[src/rtl/flerase_pkg.sv]
package flerase_pkg;

    localparam int          NUM_BANKS   = 2;
    localparam int          IDX_STRIDE  = 8;
    localparam int          MASS_BASE   = 28;
    localparam int          PAGE_BASE   = 30;
    localparam logic [31:0] ERASE_MAGIC = 32'hCA1E_093F;

    typedef enum logic {
        ENG_IDLE,
        ENG_RUN
    } eng_state_e;

    typedef enum logic [1:0] {
        VERDICT_NONE,
        VERDICT_GO,
        VERDICT_DENY
    } verdict_e;

    typedef struct packed {
        logic dbg_req;
        logic mass_req;
        logic page_req;
    } bank_req_t;

    function automatic logic key_matches(input logic [31:0] key);
        return key == ERASE_MAGIC;
    endfunction

endpackage

[src/rtl/fe_lock_check.sv]
module fe_lock_check
    import flerase_pkg::*;
#(
    parameter int PAGES = 128
) (
    input  logic [PAGES-1:0]         locks_i,
    input  logic [$clog2(PAGES)-1:0] idx_i,
    input  bank_req_t                req_i,
    input  logic                     mass_open_i,
    input  logic                     bypass_i,
    output verdict_e                 verdict_o
);

    logic page_locked;
    logic any_locked;

    assign page_locked = locks_i[idx_i];
    assign any_locked  = |locks_i;

    always_comb begin
        verdict_o = VERDICT_NONE;
        if (req_i.dbg_req) begin
            verdict_o = VERDICT_GO;
        end else if (req_i.mass_req) begin
            verdict_o = (bypass_i || (mass_open_i && !any_locked)) ? VERDICT_GO : VERDICT_DENY;
        end else if (req_i.page_req) begin
            verdict_o = (bypass_i || !page_locked) ? VERDICT_GO : VERDICT_DENY;
        end
    end

endmodule

[src/rtl/fe_bank_engine.sv]
module fe_bank_engine
    import flerase_pkg::*;
#(
    parameter int TIMER_W = 20
) (
    input  logic               clk,
    input  logic               rst,
    input  logic               tick_i,
    input  verdict_e           verdict_i,
    input  logic [TIMER_W-1:0] limit_i,
    output logic               busy_o,
    output logic               done_o,
    output logic               deny_o,
    output logic               clear_o
);

    localparam int CW = TIMER_W + 1;

    eng_state_e         st_q;
    logic [TIMER_W-1:0] cnt_q;
    logic [TIMER_W-1:0] lim_q;
    logic [CW-1:0]      cnt_next;
    logic               last_tick;

    assign cnt_next  = {1'b0, cnt_q} + CW'(1);
    assign last_tick = tick_i && (cnt_next >= {1'b0, lim_q});
    assign busy_o    = (st_q == ENG_RUN);
    assign clear_o   = ((st_q == ENG_IDLE) && (verdict_i == VERDICT_DENY)) ||
                       ((st_q == ENG_RUN) && last_tick);

    always_ff @(posedge clk) begin
        if (rst) begin
            st_q   <= ENG_IDLE;
            cnt_q  <= '0;
            lim_q  <= '0;
            done_o <= 1'b0;
            deny_o <= 1'b0;
        end else begin
            done_o <= 1'b0;
            deny_o <= 1'b0;
            case (st_q)
                ENG_IDLE: begin
                    if (verdict_i == VERDICT_GO) begin
                        st_q  <= ENG_RUN;
                        cnt_q <= '0;
                        lim_q <= (limit_i == '0) ? TIMER_W'(1) : limit_i;
                    end else if (verdict_i == VERDICT_DENY) begin
                        deny_o <= 1'b1;
                    end
                end
                ENG_RUN: begin
                    if (tick_i) begin
                        if (last_tick) begin
                            st_q   <= ENG_IDLE;
                            done_o <= 1'b1;
                        end else begin
                            cnt_q <= cnt_q + TIMER_W'(1);
                        end
                    end
                end
                default: st_q <= ENG_IDLE;
            endcase
        end
    end

endmodule

[src/rtl/flerase_ctrl.sv]
module flerase_ctrl
    import flerase_pkg::*;
#(
    parameter int PAGES   = 128,
    parameter int TIMER_W = 20
) (
    input  logic                   clk,
    input  logic                   rst,
    input  logic                   tick_i,
    input  logic                   cmd_wr_i,
    input  logic [31:0]            cmd_word_i,
    output logic [31:0]            cmd_word_o,
    input  logic [TIMER_W-1:0]     erase_cycles_i,
    input  logic [2*PAGES-1:0]     lock_vec_i,
    input  logic                   mass_unlock_i,
    input  logic [31:0]            erase_key_i,
    input  logic [31:0]            dbg_key_i,
    input  logic [NUM_BANKS-1:0]   dbg_mass_req_i,
    output logic [NUM_BANKS-1:0]   busy_o,
    output logic [NUM_BANKS-1:0]   done_o,
    output logic [NUM_BANKS-1:0]   lock_err_o
);

    localparam int IDX_W = $clog2(PAGES);

    logic [IDX_W-1:0]     idx_q [NUM_BANKS];
    logic [NUM_BANKS-1:0] mass_q;
    logic [NUM_BANKS-1:0] page_q;
    logic [NUM_BANKS-1:0] wr_ok;
    logic [NUM_BANKS-1:0] clear;
    bank_req_t            req     [NUM_BANKS];
    verdict_e             verdict [NUM_BANKS];
    logic                 bypass;
    logic                 dbg_open;
    logic                 unused_word_bits;

    assign bypass           = key_matches(erase_key_i);
    assign dbg_open         = key_matches(dbg_key_i);
    assign unused_word_bits = ^cmd_word_i;

    always_ff @(posedge clk) begin
        if (rst) begin
            for (int b = 0; b < NUM_BANKS; b++) begin
                idx_q[b] <= '0;
            end
            mass_q <= '0;
            page_q <= '0;
        end else begin
            for (int b = 0; b < NUM_BANKS; b++) begin
                if (wr_ok[b]) begin
                    idx_q[b]  <= cmd_word_i[b*IDX_STRIDE +: IDX_W];
                    mass_q[b] <= cmd_word_i[MASS_BASE + b];
                    page_q[b] <= cmd_word_i[PAGE_BASE + b];
                end else if (clear[b]) begin
                    mass_q[b] <= 1'b0;
                    page_q[b] <= 1'b0;
                end
            end
        end
    end

    always_comb begin
        cmd_word_o = '0;
        for (int b = 0; b < NUM_BANKS; b++) begin
            cmd_word_o[b*IDX_STRIDE +: IDX_W] = idx_q[b];
            cmd_word_o[MASS_BASE + b]         = mass_q[b];
            cmd_word_o[PAGE_BASE + b]         = page_q[b];
        end
    end

    for (genvar b = 0; b < NUM_BANKS; b++) begin : g_bank
        assign wr_ok[b]        = cmd_wr_i && !busy_o[b];
        assign req[b].dbg_req  = dbg_mass_req_i[b] && dbg_open;
        assign req[b].mass_req = mass_q[b];
        assign req[b].page_req = page_q[b];

        fe_lock_check #(
            .PAGES(PAGES)
        ) u_check (
            .locks_i     (lock_vec_i[b*PAGES +: PAGES]),
            .idx_i       (idx_q[b]),
            .req_i       (req[b]),
            .mass_open_i (mass_unlock_i),
            .bypass_i    (bypass),
            .verdict_o   (verdict[b])
        );

        fe_bank_engine #(
            .TIMER_W(TIMER_W)
        ) u_engine (
            .clk       (clk),
            .rst       (rst),
            .tick_i    (tick_i),
            .verdict_i (verdict[b]),
            .limit_i   (erase_cycles_i),
            .busy_o    (busy_o[b]),
            .done_o    (done_o[b]),
            .deny_o    (lock_err_o[b]),
            .clear_o   (clear[b])
        );
    end

endmodule

[config.mk]
export PLATFORM = sky130hd
export DESIGN_NAME = flerase_ctrl
export DESIGN_NICKNAME = d
export VERILOG_FILES = /design/src/rtl/flerase_pkg.sv /design/src/rtl/fe_lock_check.sv /design/src/rtl/fe_bank_engine.sv /design/src/rtl/flerase_ctrl.sv
export SDC_FILE = /design/constraint.sdc
export NUM_CORES = 1
export LEC_CHECK = 0
export CORE_MARGIN = 4
export CORE_UTILIZATION = 40
export CTS_BUF_LIST = sky130_fd_sc_hd__clkbuf_2
export DETAILED_ROUTE_END_ITERATION = 7
export GPL_TIMING_DRIVEN = 0
export PLACE_DENSITY = 0.8
export SYNTH_ARGS = -nofsm -noshare
export SYNTH_HDL_FRONTEND = slang
export SYNTH_HIERARCHICAL = 1
export SYNTH_SLANG_ARGS = --single-unit
[constraint.sdc]
create_clock -name clk -period 3.7 [get_ports clk]
set_clock_uncertainty 0.05 [all_clocks]
set_input_delay 1.11 -clock clk [delete_from_list [all_inputs] [get_ports clk]]
set_output_delay 1.11 -clock clk [all_outputs]
set_load 0.05 [all_outputs]
==> flow_summary.json <==
{
  "place_ws_ns": -1.32,
  "fin_nets": 1958,
  "fp.dieW_um": 162,
  "synth_ff_type": "dfxtp_1",
  "num_io_pins": 417,
  "switching_share_pct": 34.1,
  "relSlewSlack_pct": 57.6,
  "synth_area_sq_um": 9520,
  "finalCoreUtilization_pct": 62.3,
  "async_flop_share_pct": 0,
  "layout.cells.non_filler": 1864,
  "max_cap_violations": 0,
  "ys_seq_area_share_pct": 23.3,
  "setup_tns_ns": 0,
  "drt_iter0_drc": 1053,
  "worst_ep_arrival_time_ns": 4.10,
  "grt_pass1_wl_mm": 64.7,
  "drt_pass1_iterations": 6,
  "n_fill_cell": 2026,
  "synth-edff-count": 14,
  "grt_max_degree": 16,
  "place.gp.congestion": 1.04,
  "total_leakage_power_nw": 5.27,
  "drc": 0,
  "fin_ws_ns": 0.0567,
  "dp_cells": 1821,
  "tritoncts": "yes",
  "synthesis.instances": 1101,
  "p_clk_share_pct": 15.3,
  "min_period_over_period_pct": 98.5,
  "htreeDepth": 3,
  "antenna_found_initial": 6,
  "grt.overflow.total": 0,
  "hp-class": "reg2reg",
  "ys_types": 75,
  "clk-insertion-delay-late_ns": 0.61,
  "rows": 56,
  "cp.required_ns": 4.16,
  "dp_hpwl_mm": 36.3,
  "final_common_cell": "clkdlybuf4s50_1",
  "seqCellArea_sq_um": 2240,
  "setup_violations": 0,
  "fmax_mhz": 274,
  "synth_top_area_share_pct": 18.9,
  "synth_area_per_cell_sq_um": 8.65,
  "hold_viol": 0,
  "slew_violations": 0,
  "fin_crit_ns": 3.64,
  "power_density_nw_per_um2": 208,
  "most-common-layout-cells": "clkdlybuf4s50_1 (371), nand2_1 (130), a21oi_1 (90)",
  "worst_slew_pin_slew_ns": 0.634,
  "port_buffers": 388,
  "multi_input_area_sq_um": 6930,
  "finalWirelength_mm": 44.0,
  "intPower_mw": 2.00,
  "viasPerCell": 6.00,
  "yosys-top-cells-area": "dfxtp_1 (19%), mux4_2 (8.5%), ha_1 (5.5%), nand2_1 (5.1%), nor4_1 (5.1%)",
  "worst-setup-path-type": "in2reg",
  "ant_nets": 0,
  "design.die.area_sq_um": 26300,
  "yosys_warnings": 6,
  "synth_seq_cells": 104,
  "end_kind": "register",
  "cts_buffers": 9,
  "sequentialPowerShare_pct": 40.1,
  "die_h_um": 162,
  "clkSlewWorstSetupHoldPaths_ns": 0.24,
  "drive_above_1_share_pct": 16.5,
  "reg2regPathDepth": 13,
  "rsz0062_at_grt": "true",
  "cts_buffer_depth": 2,
  "clock-root-buffer": "clkbuf_2",
  "switching_power_mw": 1.03,
  "grt_pass1_vias": 11000,
  "start_util_pct": 40.6,
  "core-area_sq_um": 23500,
  "cp-start-kind": "input port",
  "status": "finished clean",
  "num_vias": 11200,
  "cts_sinks": 104,
  "cp_max_fo": 10,
  "whs_path_depth": 2,
  "grt_use_total_pct": 31.4,
  "wl_per_cell_um": 23.6,
  "area_delta_synth_final_pct": 53.5,
  "cts_hold_buf": 0,
  "pwr-share-comb_pct": 44.5,
  "synth_top_area_cell": "dfxtp_1",
  "vdd_ir_drop_max_mv": 0.195
}
## cell families after synthesis
group | count (synthesis) | share of synthesized area [%]
AND/OR/NAND/NOR | 461 | 27.3
AO/OA/AOI/OAI | 221 | 15.4
buffers and inverters | 140 | 8.11
flip-flops | 104 | 23.3
multiplexers | 98 | 17.2
adder cells (fa/ha/maj) | 42 | 5.52
XOR/XNOR | 34 | 3.13
other | 1 | 0.0394
## power groups by stage
stage | Clock, mW | Sequential [mW] | Combinational [mW]
after floorplan | 0 | 1.28 | 0.557
after global placement | 0 | 1.24 | 1.25
after detailed placement | 0 | 1.25 | 1.26
after CTS | 0.475 | 1.22 | 1.30
after global routing | 0.509 | 1.22 | 1.42
final | 0.465 | 1.22 | 1.35
## flip-flops by register name, summed over array words and instances (netlist names)
register	flops
idx_q	14
g_bank.u_engine/done_o	2
g_bank.u_engine/deny_o	2
page_q	2
mass_q	2
g_bank.u_engine/cnt_q	40
g_bank.u_engine/busy_o	2
g_bank.u_engine/lim_q	40
## synthesized netlist by cell type (12+ instances only)
cell	number
buf_2	16
buf_4	26
nor2_1	31
a21oi_1	90
and2_1	14
mux4_2	36
nand4_1	35
mux2i_1	38
a31oi_1	16
o21ai_0	16
edfxtp_1	14
mux2_2	12
xnor2_1	24
dfxtp_1	90
clkbuf_1	26
ha_1	42
nand3_1	62
nor3_1	12
o211ai_1	44
nor4_1	77
nand2_1	130
inv_1	53
## final timing paths
check                                           start                                        to  slack, ns
max                                   lock_vec_i[227]  g_bank[1].u_engine/lim_q[0]$_SDFFE_PP0P_       0.06
max reg2reg  g_bank[0].u_engine/cnt_q[7]$_SDFFE_PP0P_  g_bank[0].u_engine/cnt_q[5]$_SDFFE_PP0P_       0.11
min reg2reg  g_bank[1].u_engine/lim_q[2]$_SDFFE_PP0P_  g_bank[1].u_engine/lim_q[2]$_SDFFE_PP0P_       0.42
min          g_bank[1].u_engine/lim_q[2]$_SDFFE_PP0P_  g_bank[1].u_engine/lim_q[2]$_SDFFE_PP0P_       0.42
## area by class of cell
type / instances / area share (%)
repair buffers: 413 / 28.0
diodes: 3 / 0.0514
flip-flops and latches: 104 / 15.3
clock inverters: 2 / 0.0514
plain buffers: 86 / 4.51
clock buffers: 14 / 0.479
inverters: 53 / 1.36
well taps: 319 / 2.73
multi-input cells: 870 / 47.4
## repair_timing
action	CTS	global route
buffers inserted	4	20
cloned	0	1
endpoints found under the setup margin	84	84
pin swaps	8	38
resized for setup	55	98
## critical path, cell delays in order
cell,delay (ns)
clkdlybuf4s50_1,0.49
mux4_2,0.52
or2_2,0.30
a31oi_1,0.26
a2bb2oi_1,0.12
a2bb2oi_1,0.20
a22oi_2,0.27
nor2b_4,0.25
nand2b_4,0.08
buf_8,0.14
buf_6,0.14
nor3_4,0.16
nor2_1,0.07
## metal layers
metal / GRT usage (%) / vias up / part of all wire (%) / wire length [um]
met5: 0 / - / 0.089 / 39
met4: 8.34 / 6 / 2.3 / 1030
met3: 5.61 / 77 / 9.6 / 4240
met2: 52.4 / 648 / 48 / 21000
met1: 42.1 / 5369 / 40 / 17600
li1: - / 5088 / - / -
## through the flow
stage / power [mW] / instance area, sq um / hold WS [ns]
detailed placement: 2.50 / 13900 / 0.397
finish: 3.04 / 14600 / 0.422
global route: 3.15 / 14600 / 0.441
floorplan: 1.84 / 9570 / 0.386
CTS: 3.00 / 14100 / 0.422
global placement: 2.50 / 13900 / 0.394
No activity file was read; power rests on OpenSTA's default activity.
